### src/rtl/flc_pkg.sv
package flc_pkg;
  typedef enum logic [2:0] {
    TH_RUN    = 3'd0,
    TH_SEND   = 3'd1,
    TH_WRETRY = 3'd2,
    TH_WRSP   = 3'd3,
    TH_STALL  = 3'd4,
    TH_DONE   = 3'd5
  } th_state_e;
endpackage

### src/rtl/flc_thread_fsm.sv
module flc_thread_fsm
  import flc_pkg::*;
#(
  parameter int TAG_W = 4
) (
  input  logic             clk,
  input  logic             rst,
  input  logic             squash_i,
  input  logic             issue_i,
  input  logic             acc_i,
  input  logic             ref_i,
  input  logic             hit_i,
  input  logic             stall_i,
  output th_state_e        state_o,
  output logic [TAG_W-1:0] tag_o
);
  th_state_e        state_q;
  logic [TAG_W-1:0] tag_q;

  always_ff @(posedge clk) begin
    if (rst) begin
      state_q <= TH_RUN;
      tag_q   <= '0;
    end else begin
      if (issue_i) tag_q <= tag_q + 1'b1;
      if (squash_i) begin
        state_q <= TH_RUN;
      end else if (acc_i) begin
        state_q <= TH_WRSP;
      end else if (ref_i) begin
        state_q <= TH_WRETRY;
      end else begin
        case (state_q)
          TH_RUN:   if (issue_i) state_q <= TH_SEND;
          TH_WRSP:  if (hit_i) state_q <= stall_i ? TH_STALL : TH_DONE;
          TH_STALL: if (!stall_i) state_q <= TH_RUN;
          TH_DONE:  state_q <= TH_RUN;
          default:  state_q <= state_q;
        endcase
      end
    end
  end

  assign state_o = state_q;
  assign tag_o   = tag_q;


  squash_to_run_chk: assert property (@(posedge clk) disable iff (rst)
    squash_i |=> state_q == TH_RUN);


  tag_step_chk: assert property (@(posedge clk) disable iff (rst)
    issue_i |=> tag_q != $past(tag_q));
endmodule

### src/rtl/flc_port_stage.sv
module flc_port_stage #(
  parameter int NTHREADS = 4,
  parameter int ADDR_W   = 32,
  parameter int TAG_W    = 4,
  parameter int TID_W    = 2
) (
  input  logic                clk,
  input  logic                rst,
  input  logic                issue_i,
  input  logic [TID_W-1:0]    issue_tid_i,
  input  logic [ADDR_W-1:0]   issue_addr_i,
  input  logic [TAG_W-1:0]    issue_tag_i,
  input  logic                req_ready_i,
  input  logic                retry_i,
  input  logic [NTHREADS-1:0] squash_i,
  output logic                req_valid_o,
  output logic [TID_W-1:0]    req_tid_o,
  output logic [ADDR_W-1:0]   req_addr_o,
  output logic [TAG_W-1:0]    req_tag_o,
  output logic                blocked_o,
  output logic                slot_full_o,
  output logic                acc_o,
  output logic                ref_o
);
  logic              req_valid_q;
  logic [TID_W-1:0]  req_tid_q;
  logic [ADDR_W-1:0] req_addr_q;
  logic [TAG_W-1:0]  req_tag_q;
  logic              slot_full_q;
  logic [TID_W-1:0]  slot_tid_q;
  logic [ADDR_W-1:0] slot_addr_q;
  logic [TAG_W-1:0]  slot_tag_q;
  logic              blocked_q;

  logic own_sq, slot_sq, resend, acc, refuse;

  always_comb begin
    own_sq  = req_valid_q && squash_i[req_tid_q];
    slot_sq = slot_full_q && squash_i[slot_tid_q];
    acc     = req_valid_q && req_ready_i && !own_sq;
    refuse  = req_valid_q && !req_ready_i && !own_sq;
    resend  = retry_i && slot_full_q && !req_valid_q && !slot_sq;
  end

  always_ff @(posedge clk) begin
    if (rst) begin
      req_valid_q <= 1'b0;
      req_tid_q   <= '0;
      req_addr_q  <= '0;
      req_tag_q   <= '0;
    end else if (issue_i) begin
      req_valid_q <= 1'b1;
      req_tid_q   <= issue_tid_i;
      req_addr_q  <= issue_addr_i;
      req_tag_q   <= issue_tag_i;
    end else if (resend) begin
      req_valid_q <= 1'b1;
      req_tid_q   <= slot_tid_q;
      req_addr_q  <= slot_addr_q;
      req_tag_q   <= slot_tag_q;
    end else begin
      req_valid_q <= 1'b0;
    end
  end

  always_ff @(posedge clk) begin
    if (rst) begin
      slot_full_q <= 1'b0;
      slot_tid_q  <= '0;
      slot_addr_q <= '0;
      slot_tag_q  <= '0;
    end else if (refuse) begin
      slot_full_q <= 1'b1;
      slot_tid_q  <= req_tid_q;
      slot_addr_q <= req_addr_q;
      slot_tag_q  <= req_tag_q;
    end else if ((acc && slot_full_q) || slot_sq) begin
      slot_full_q <= 1'b0;
    end
  end

  always_ff @(posedge clk) begin
    if (rst) begin
      blocked_q <= 1'b0;
    end else if (refuse) begin
      blocked_q <= 1'b1;
    end else if ((acc && slot_full_q) || (retry_i && !slot_full_q) || slot_sq) begin
      blocked_q <= 1'b0;
    end
  end

  assign req_valid_o = req_valid_q;
  assign req_tid_o   = req_tid_q;
  assign req_addr_o  = req_addr_q;
  assign req_tag_o   = req_tag_q;
  assign blocked_o   = blocked_q;
  assign slot_full_o = slot_full_q;
  assign acc_o       = acc;
  assign ref_o       = refuse;


  refuse_blocks_chk: assert property (@(posedge clk) disable iff (rst)
    req_valid_q && !req_ready_i && !squash_i[req_tid_q] |=> blocked_q && slot_full_q);


  retry_resend_chk: assert property (@(posedge clk) disable iff (rst)
    retry_i && slot_full_q && !req_valid_q && !squash_i[slot_tid_q]
    |=> req_valid_q && req_tid_q == $past(slot_tid_q));


  squash_frees_slot_chk: assert property (@(posedge clk) disable iff (rst)
    slot_full_q && squash_i[slot_tid_q] |=> !blocked_q && !slot_full_q);
endmodule

### src/rtl/flc_rsp_filter.sv
module flc_rsp_filter #(
  parameter int NTHREADS = 4,
  parameter int TAG_W    = 4,
  parameter int TID_W    = 2,
  parameter int DROP_W   = 16
) (
  input  logic                           clk,
  input  logic                           rst,
  input  logic                           rsp_valid_i,
  input  logic [TID_W-1:0]               rsp_tid_i,
  input  logic [TAG_W-1:0]               rsp_tag_i,
  input  logic [NTHREADS-1:0]            wait_i,
  input  logic [NTHREADS-1:0][TAG_W-1:0] tags_i,
  input  logic [NTHREADS-1:0]            squash_i,
  input  logic [NTHREADS-1:0]            stall_i,
  output logic [NTHREADS-1:0]            hit_o,
  output logic                           done_valid_o,
  output logic [TID_W-1:0]               done_tid_o,
  output logic [DROP_W-1:0]              drop_o
);
  logic [NTHREADS-1:0] hit;
  logic [DROP_W-1:0]   drop_q;
  logic                done_q;
  logic [TID_W-1:0]    done_tid_q;

  for (genvar t = 0; t < NTHREADS; t++) begin : g_match
    assign hit[t] = rsp_valid_i && (rsp_tid_i == TID_W'(t)) && wait_i[t]
                    && (tags_i[t] == rsp_tag_i) && !squash_i[t];
  end

  always_ff @(posedge clk) begin
    if (rst) begin
      drop_q     <= '0;
      done_q     <= 1'b0;
      done_tid_q <= '0;
    end else begin
      if (rsp_valid_i && !(|hit)) drop_q <= drop_q + 1'b1;
      done_q     <= |(hit & ~stall_i);
      done_tid_q <= rsp_tid_i;
    end
  end

  assign hit_o        = hit;
  assign done_valid_o = done_q;
  assign done_tid_o   = done_tid_q;
  assign drop_o       = drop_q;


  drop_on_idle_chk: assert property (@(posedge clk) disable iff (rst)
    rsp_valid_i && !wait_i[rsp_tid_i] |=> drop_q != $past(drop_q));
endmodule

### src/rtl/line_fetch_ctrl.sv
module line_fetch_ctrl
  import flc_pkg::*;
#(
  parameter int NTHREADS   = 4,
  parameter int ADDR_W     = 32,
  parameter int LINE_BYTES = 64,
  parameter int TAG_W      = 4,
  parameter int DROP_W     = 16,
  localparam int TID_W     = (NTHREADS > 1) ? $clog2(NTHREADS) : 1
) (
  input  logic                  clk,
  input  logic                  rst,
  input  logic                  fetch_go,
  input  logic [TID_W-1:0]      fetch_tid,
  input  logic [ADDR_W-1:0]     fetch_pc,
  input  logic                  switched_out,
  input  logic                  irq_pending,
  input  logic                  phys_mode,
  input  logic [NTHREADS-1:0]   stall,
  input  logic [NTHREADS-1:0]   squash,
  output logic                  req_valid,
  output logic [ADDR_W-1:0]     req_addr,
  output logic [TID_W-1:0]      req_tid,
  output logic [TAG_W-1:0]      req_tag,
  input  logic                  req_ready,
  input  logic                  retry_pulse,
  input  logic                  rsp_valid,
  input  logic [TID_W-1:0]      rsp_tid,
  input  logic [TAG_W-1:0]      rsp_tag,
  output logic [3*NTHREADS-1:0] thr_state,
  output logic                  blocked,
  output logic                  done_valid,
  output logic [TID_W-1:0]      done_tid,
  output logic [DROP_W-1:0]     drop_count
);
  localparam logic [ADDR_W-1:0] LINE_MASK = ADDR_W'(LINE_BYTES - 1);

  th_state_e [NTHREADS-1:0]       st;
  logic [NTHREADS-1:0][TAG_W-1:0] tags;
  logic [NTHREADS-1:0]            wait_vec, hit_vec;
  logic                           slot_full, acc, refuse, issue;
  logic [ADDR_W-1:0]              issue_addr;
  logic [TAG_W-1:0]               issue_tag;

  always_comb begin
    issue = fetch_go && (st[fetch_tid] == TH_RUN) && !blocked && !req_valid
            && !switched_out && !(irq_pending && !phys_mode) && !squash[fetch_tid];
    issue_addr = fetch_pc & ~LINE_MASK;
    issue_tag  = tags[fetch_tid] + 1'b1;
  end

  flc_port_stage #(
    .NTHREADS(NTHREADS), .ADDR_W(ADDR_W), .TAG_W(TAG_W), .TID_W(TID_W)
  ) u_port (
    .clk(clk), .rst(rst),
    .issue_i(issue), .issue_tid_i(fetch_tid), .issue_addr_i(issue_addr),
    .issue_tag_i(issue_tag), .req_ready_i(req_ready), .retry_i(retry_pulse),
    .squash_i(squash),
    .req_valid_o(req_valid), .req_tid_o(req_tid), .req_addr_o(req_addr),
    .req_tag_o(req_tag), .blocked_o(blocked), .slot_full_o(slot_full),
    .acc_o(acc), .ref_o(refuse)
  );

  for (genvar t = 0; t < NTHREADS; t++) begin : g_thr
    logic own;
    assign own = req_tid == TID_W'(t);
    flc_thread_fsm #(.TAG_W(TAG_W)) u_fsm (
      .clk(clk), .rst(rst),
      .squash_i(squash[t]),
      .issue_i(issue && (fetch_tid == TID_W'(t))),
      .acc_i(acc && own),
      .ref_i(refuse && own),
      .hit_i(hit_vec[t]),
      .stall_i(stall[t]),
      .state_o(st[t]),
      .tag_o(tags[t])
    );
    assign wait_vec[t]         = st[t] == TH_WRSP;
    assign thr_state[3*t +: 3] = st[t];
  end

  flc_rsp_filter #(
    .NTHREADS(NTHREADS), .TAG_W(TAG_W), .TID_W(TID_W), .DROP_W(DROP_W)
  ) u_rsp (
    .clk(clk), .rst(rst),
    .rsp_valid_i(rsp_valid), .rsp_tid_i(rsp_tid), .rsp_tag_i(rsp_tag),
    .wait_i(wait_vec), .tags_i(tags), .squash_i(squash), .stall_i(stall),
    .hit_o(hit_vec), .done_valid_o(done_valid), .done_tid_o(done_tid),
    .drop_o(drop_count)
  );


  switched_out_quiet_chk: assert property (@(posedge clk) disable iff (rst)
    switched_out && !slot_full |=> !req_valid);


  done_matches_state_chk: assert property (@(posedge clk) disable iff (rst)
    done_valid |-> st[done_tid] == TH_DONE);


  one_inflight_chk: assert property (@(posedge clk) disable iff (rst)
    req_valid |-> (st[req_tid] == TH_SEND || st[req_tid] == TH_WRETRY));
endmodule

### config.mk
export PLATFORM = sky130hd
export DESIGN_NAME = line_fetch_ctrl
export DESIGN_NICKNAME = d
export VERILOG_FILES = /design/src/rtl/flc_pkg.sv /design/src/rtl/flc_thread_fsm.sv /design/src/rtl/flc_port_stage.sv /design/src/rtl/flc_rsp_filter.sv /design/src/rtl/line_fetch_ctrl.sv
export SDC_FILE = /design/constraint.sdc
export NUM_CORES = 1
export LEC_CHECK = 0
export BUFFER_PORTS_ARGS = -buffer_cell sky130_fd_sc_hd__buf_4
export CORE_AREA = 3 3 157 159
export CTS_CLUSTER_DIAMETER = 150
export DETAILED_ROUTE_END_ITERATION = 10
export DIE_AREA = 0 0 160 162
export PLACE_DENSITY = 0.43
export SLEW_MARGIN = 20
export SYNTH_ARGS = -nofsm -noshare
export SYNTH_HDL_FRONTEND = slang
export SYNTH_SLANG_ARGS = --single-unit
### constraint.sdc
create_clock -name clk -period 5.2 [get_ports clk]
set_input_delay 0.52 -clock clk [delete_from_list [all_inputs] [get_ports clk]]
set_output_delay 0.52 -clock clk [all_outputs]
set_load 0.01 [all_outputs]
==> reports/metrics.yaml <==
outcome: "completed"
drive_above_1_share_pct: 23.0
relSlewSlack_pct: 29.6
grt.overflow.total: 0
area_growth_pct: 28.3
tightest_slew_ps: 1040
rsz0062_at_grt: "no"
clkPwrFrac_pct: 49.3
p_per_area_nw_per_um2: 303
drc: 0
synth_top_flop_cell: "dfxtp_1"
ir_drop_mv: 0.158
antenna_found_initial: 0
ioPinCount: 128
cts.repair.resized: 0
grt_pass1_vias: 4752
grt_pass1_wl_mm: 26.7
diodes: 0
synth_edf_count: 0
htreeDepth: 4
hold_ws_ps: 352
port_buffers: 121
finalSetupTns_ps: 0
finalNetCount: 825
core-area_um2: 23400
grt_usage_pct: 13.0
p_sw_share_pct: 24.2
seqPwrFrac_pct: 43.9
setup_viol: 0
cp.required_ps: 5460
drtPass1Iterations: 4
ys_seq_area_share_pct: 43.3
path_max_fanout: 27
cp.arrival_ps: 2950
ys_types: 55
via_count: 4982
grt_max_degree: 66
syn-cell-area_um2: 5830
yosys_warnings: 0
setup_ws_ps: 2510
cts_buffers: 17
total_power_mw: 2.27
hold_class: "in2reg"
pwr-share-comb_pct: 6.8
syn_nets: 723
drt_iter0_drc: 254
cts_tree: "done"
hold_violations: 0
cts_buffer_depth: 2
internal_power_mw: 1.72
die_w_um: 160
place_area_um2: 6930
slew_violations: 0
p_sw_mw: 0.550
worst-setup-path-type: "reg2reg"
wire_per_inst_um: 15.5
root_buffer: "clkbuf_16"
skew_ps: 7.93
hpwl_mm: 11.5
dieArea_um2: 25900
clkTransAtPathRegs_ps: 60
critPathLaunchType: "flip-flop"
routed_wl_mm: 16.9
pre_cts_slack_ps: 2180
route.antenna.remaining_nets: 0
clock_sink_count: 126
ctsHoldBuffers: 0
start_util_pct: 24.9
syn_inst: 660
p_leak_nw: 2.74
clock.fmax_mhz: 372
synth.avg_cell_area_um2: 8.83
fin_crit_sh_pct: 51.8
cap_violations: 0
die_y_um: 162
fin_crit_ps: 2690
gp_congestion: 0.771
cts_setup_buffers: 0
design_area_um2: 7480
clock_latency_ps: 410
crit_path_end_kind: "flip-flop"
fp-row-count: 56
ys_seq_elements: 126
vias_per_cell: 4.55
async_flop_share_pct: 0
-- cells by family (layout without fill, tap and decap cells) --
family | after synthesis | after routing | synth area share (%)
xor+xnor | 30 | 30 | 4.51
flops | 126 | 126 | 43.3
fa+ha+maj | 6 | 6 | 1.29
mux | 55 | 55 | 11.0
buf+inv | 52 | 167 | 4.90
simple gates | 264 | 264 | 21.5
compound gates | 127 | 127 | 13.6
-- cell usage after synthesis, drive strengths merged, types with 2 or more instances --
cell type  count  share of area, %
or3            8              0.94
and2           2              0.21
a211oi        32               4.2
mux2           7               1.4
a31oi          2              0.21
ha             6               1.3
xnor2         12               1.8
o21ai         14               1.2
nand2b         3              0.32
a2111oi        5              0.75
clkbuf        27               1.8
dfxtp        126                43
nor2          74               4.8
nand2         95               6.1
nor4          10               1.3
inv            8              0.52
xor2          18               2.7
nand4          9              0.97
nand3         13               1.1
or4            7              0.90
and3           3              0.32
o311a          2              0.34
mux2i         42               7.2
o22a           2              0.30
a21oi         58               5.0
nor3b          3              0.39
a21o           2              0.26
nor3          15               1.3
nor4b          2              0.30
o31ai          6              0.77
mux4           6               2.3
buf           17               2.6
nor2b         13               1.4
-- sequential cells by signal (all words and copies together) (netlist names) --
| signal | count |
|---|---|
| u_port.req_tid_o | 2 |
| u_port.slot_addr_q | 32 |
| g_thr.u_fsm.tag_o | 16 |
| u_rsp.done_tid_o | 2 |
| u_rsp.done_valid_o | 1 |
| u_port.slot_tid_q | 2 |
| u_rsp.drop_o | 16 |
| u_port.slot_tag_q | 4 |
| u_port.req_tag_o | 4 |
| u_port.slot_full_o | 1 |
| u_port.blocked_o | 1 |
| u_port.req_addr_o | 32 |
| u_port.req_valid_o | 1 |
| g_thr.u_fsm.state_o | 12 |
-- metrics by stage --
step / util, % / std cells
after floorplan: - / 660
after global placement: 29.6 / 1062
after detailed placement: 29.6 / 1062
after CTS: 31.9 / 1094
after global routing: 31.9 / 1094
final: 31.9 / 1094
-- metal layers --
| metal | vias up | wire, um | global-route usage (%) |
|---|---|---|---|
| li1 | 2545 | - | - |
| met1 | 2362 | 8290 | 17.4 |
| met2 | 66 | 7910 | 20.7 |
| met3 | 9 | 557 | 3.26 |
| met4 | 0 | 177 | 3.94 |
| met5 | - | 0 | 0 |
-- power groups by stage --
stage / registers (mW) / logic (mW) / clock network [mW]
after CTS: 0.995 / 0.158 / 1.16
after floorplan: 1.02 / 0.0737 / 0
after detailed placement: 1.02 / 0.158 / 0
after global placement: 1.02 / 0.158 / 0
final: 0.995 / 0.155 / 1.12
after global routing: 0.997 / 0.171 / 1.20
-- cells in the final DEF (no fill, tap or decap), types with 2 or more instances in the layout --
cell type / netlist / final
a21oi_1: 58 / 58
and2_1: 2 / 2
a31oi_1: 2 / 2
o311a_1: 2 / 2
xnor2_1: 12 / 12
buf_4: 4 / 127
clkinv_2: 0 / 5
dfxtp_1: 126 / 126
nor2b_1: 13 / 13
mux4_2: 6 / 6
o21ai_0: 14 / 14
o31ai_1: 6 / 6
mux2_2: 6 / 6
nor4b_1: 2 / 2
a211oi_1: 31 / 31
nor3_1: 15 / 14
or4_1: 7 / 7
and3_1: 3 / 2
a2111oi_0: 5 / 5
inv_1: 8 / 8
ha_1: 6 / 6
nor2_1: 73 / 73
clkinvlp_4: 0 / 4
mux2i_1: 42 / 42
clkbuf_1: 26 / 3
o22a_1: 2 / 2
nand2b_1: 3 / 3
nor3b_1: 3 / 3
nand4_1: 9 / 9
nor4_1: 9 / 9
or3_1: 7 / 7
nand2_1: 95 / 95
xor2_1: 18 / 18
nand3_1: 13 / 13
clkbuf_16: 0 / 17
-- area by class of cell --
type	count	area (um2)
fillers	2539	15900
clock buffers	21	450
well taps	319	399
clock inverters	11	93.8
repair buffers	127	953
flip-flops and latches	126	2520
multi-input cells	482	3030
inverters	8	30.0
-- worst paths after layout --
path	start	end	slack, ps	cells after the start
max	u_port.slot_tid_q[0]$_SDFFE_PP0P_	u_port.req_addr_o[22]$_SDFFE_PP0P_	2510	6
min reg2reg	u_port.slot_tag_q[2]$_SDFFE_PP0P_	u_port.slot_tag_q[2]$_SDFFE_PP0P_	450	2
min	squash[2]	g_thr[2].u_fsm.state_o[1]$_SDFFE_PP0P_	350	2
max reg2reg	u_port.slot_tid_q[0]$_SDFFE_PP0P_	u_port.req_addr_o[22]$_SDFFE_PP0P_	2510	6
-- worst max-delay path: stages, from the launching register on --
cell and delay [ps]:
dfxtp_1 370, mux4_2 500, nor2b_1 140, and3_2 800, buf_4 400, mux2i_1 230, a211oi_1 90
(Power assumes the default switching activity.)
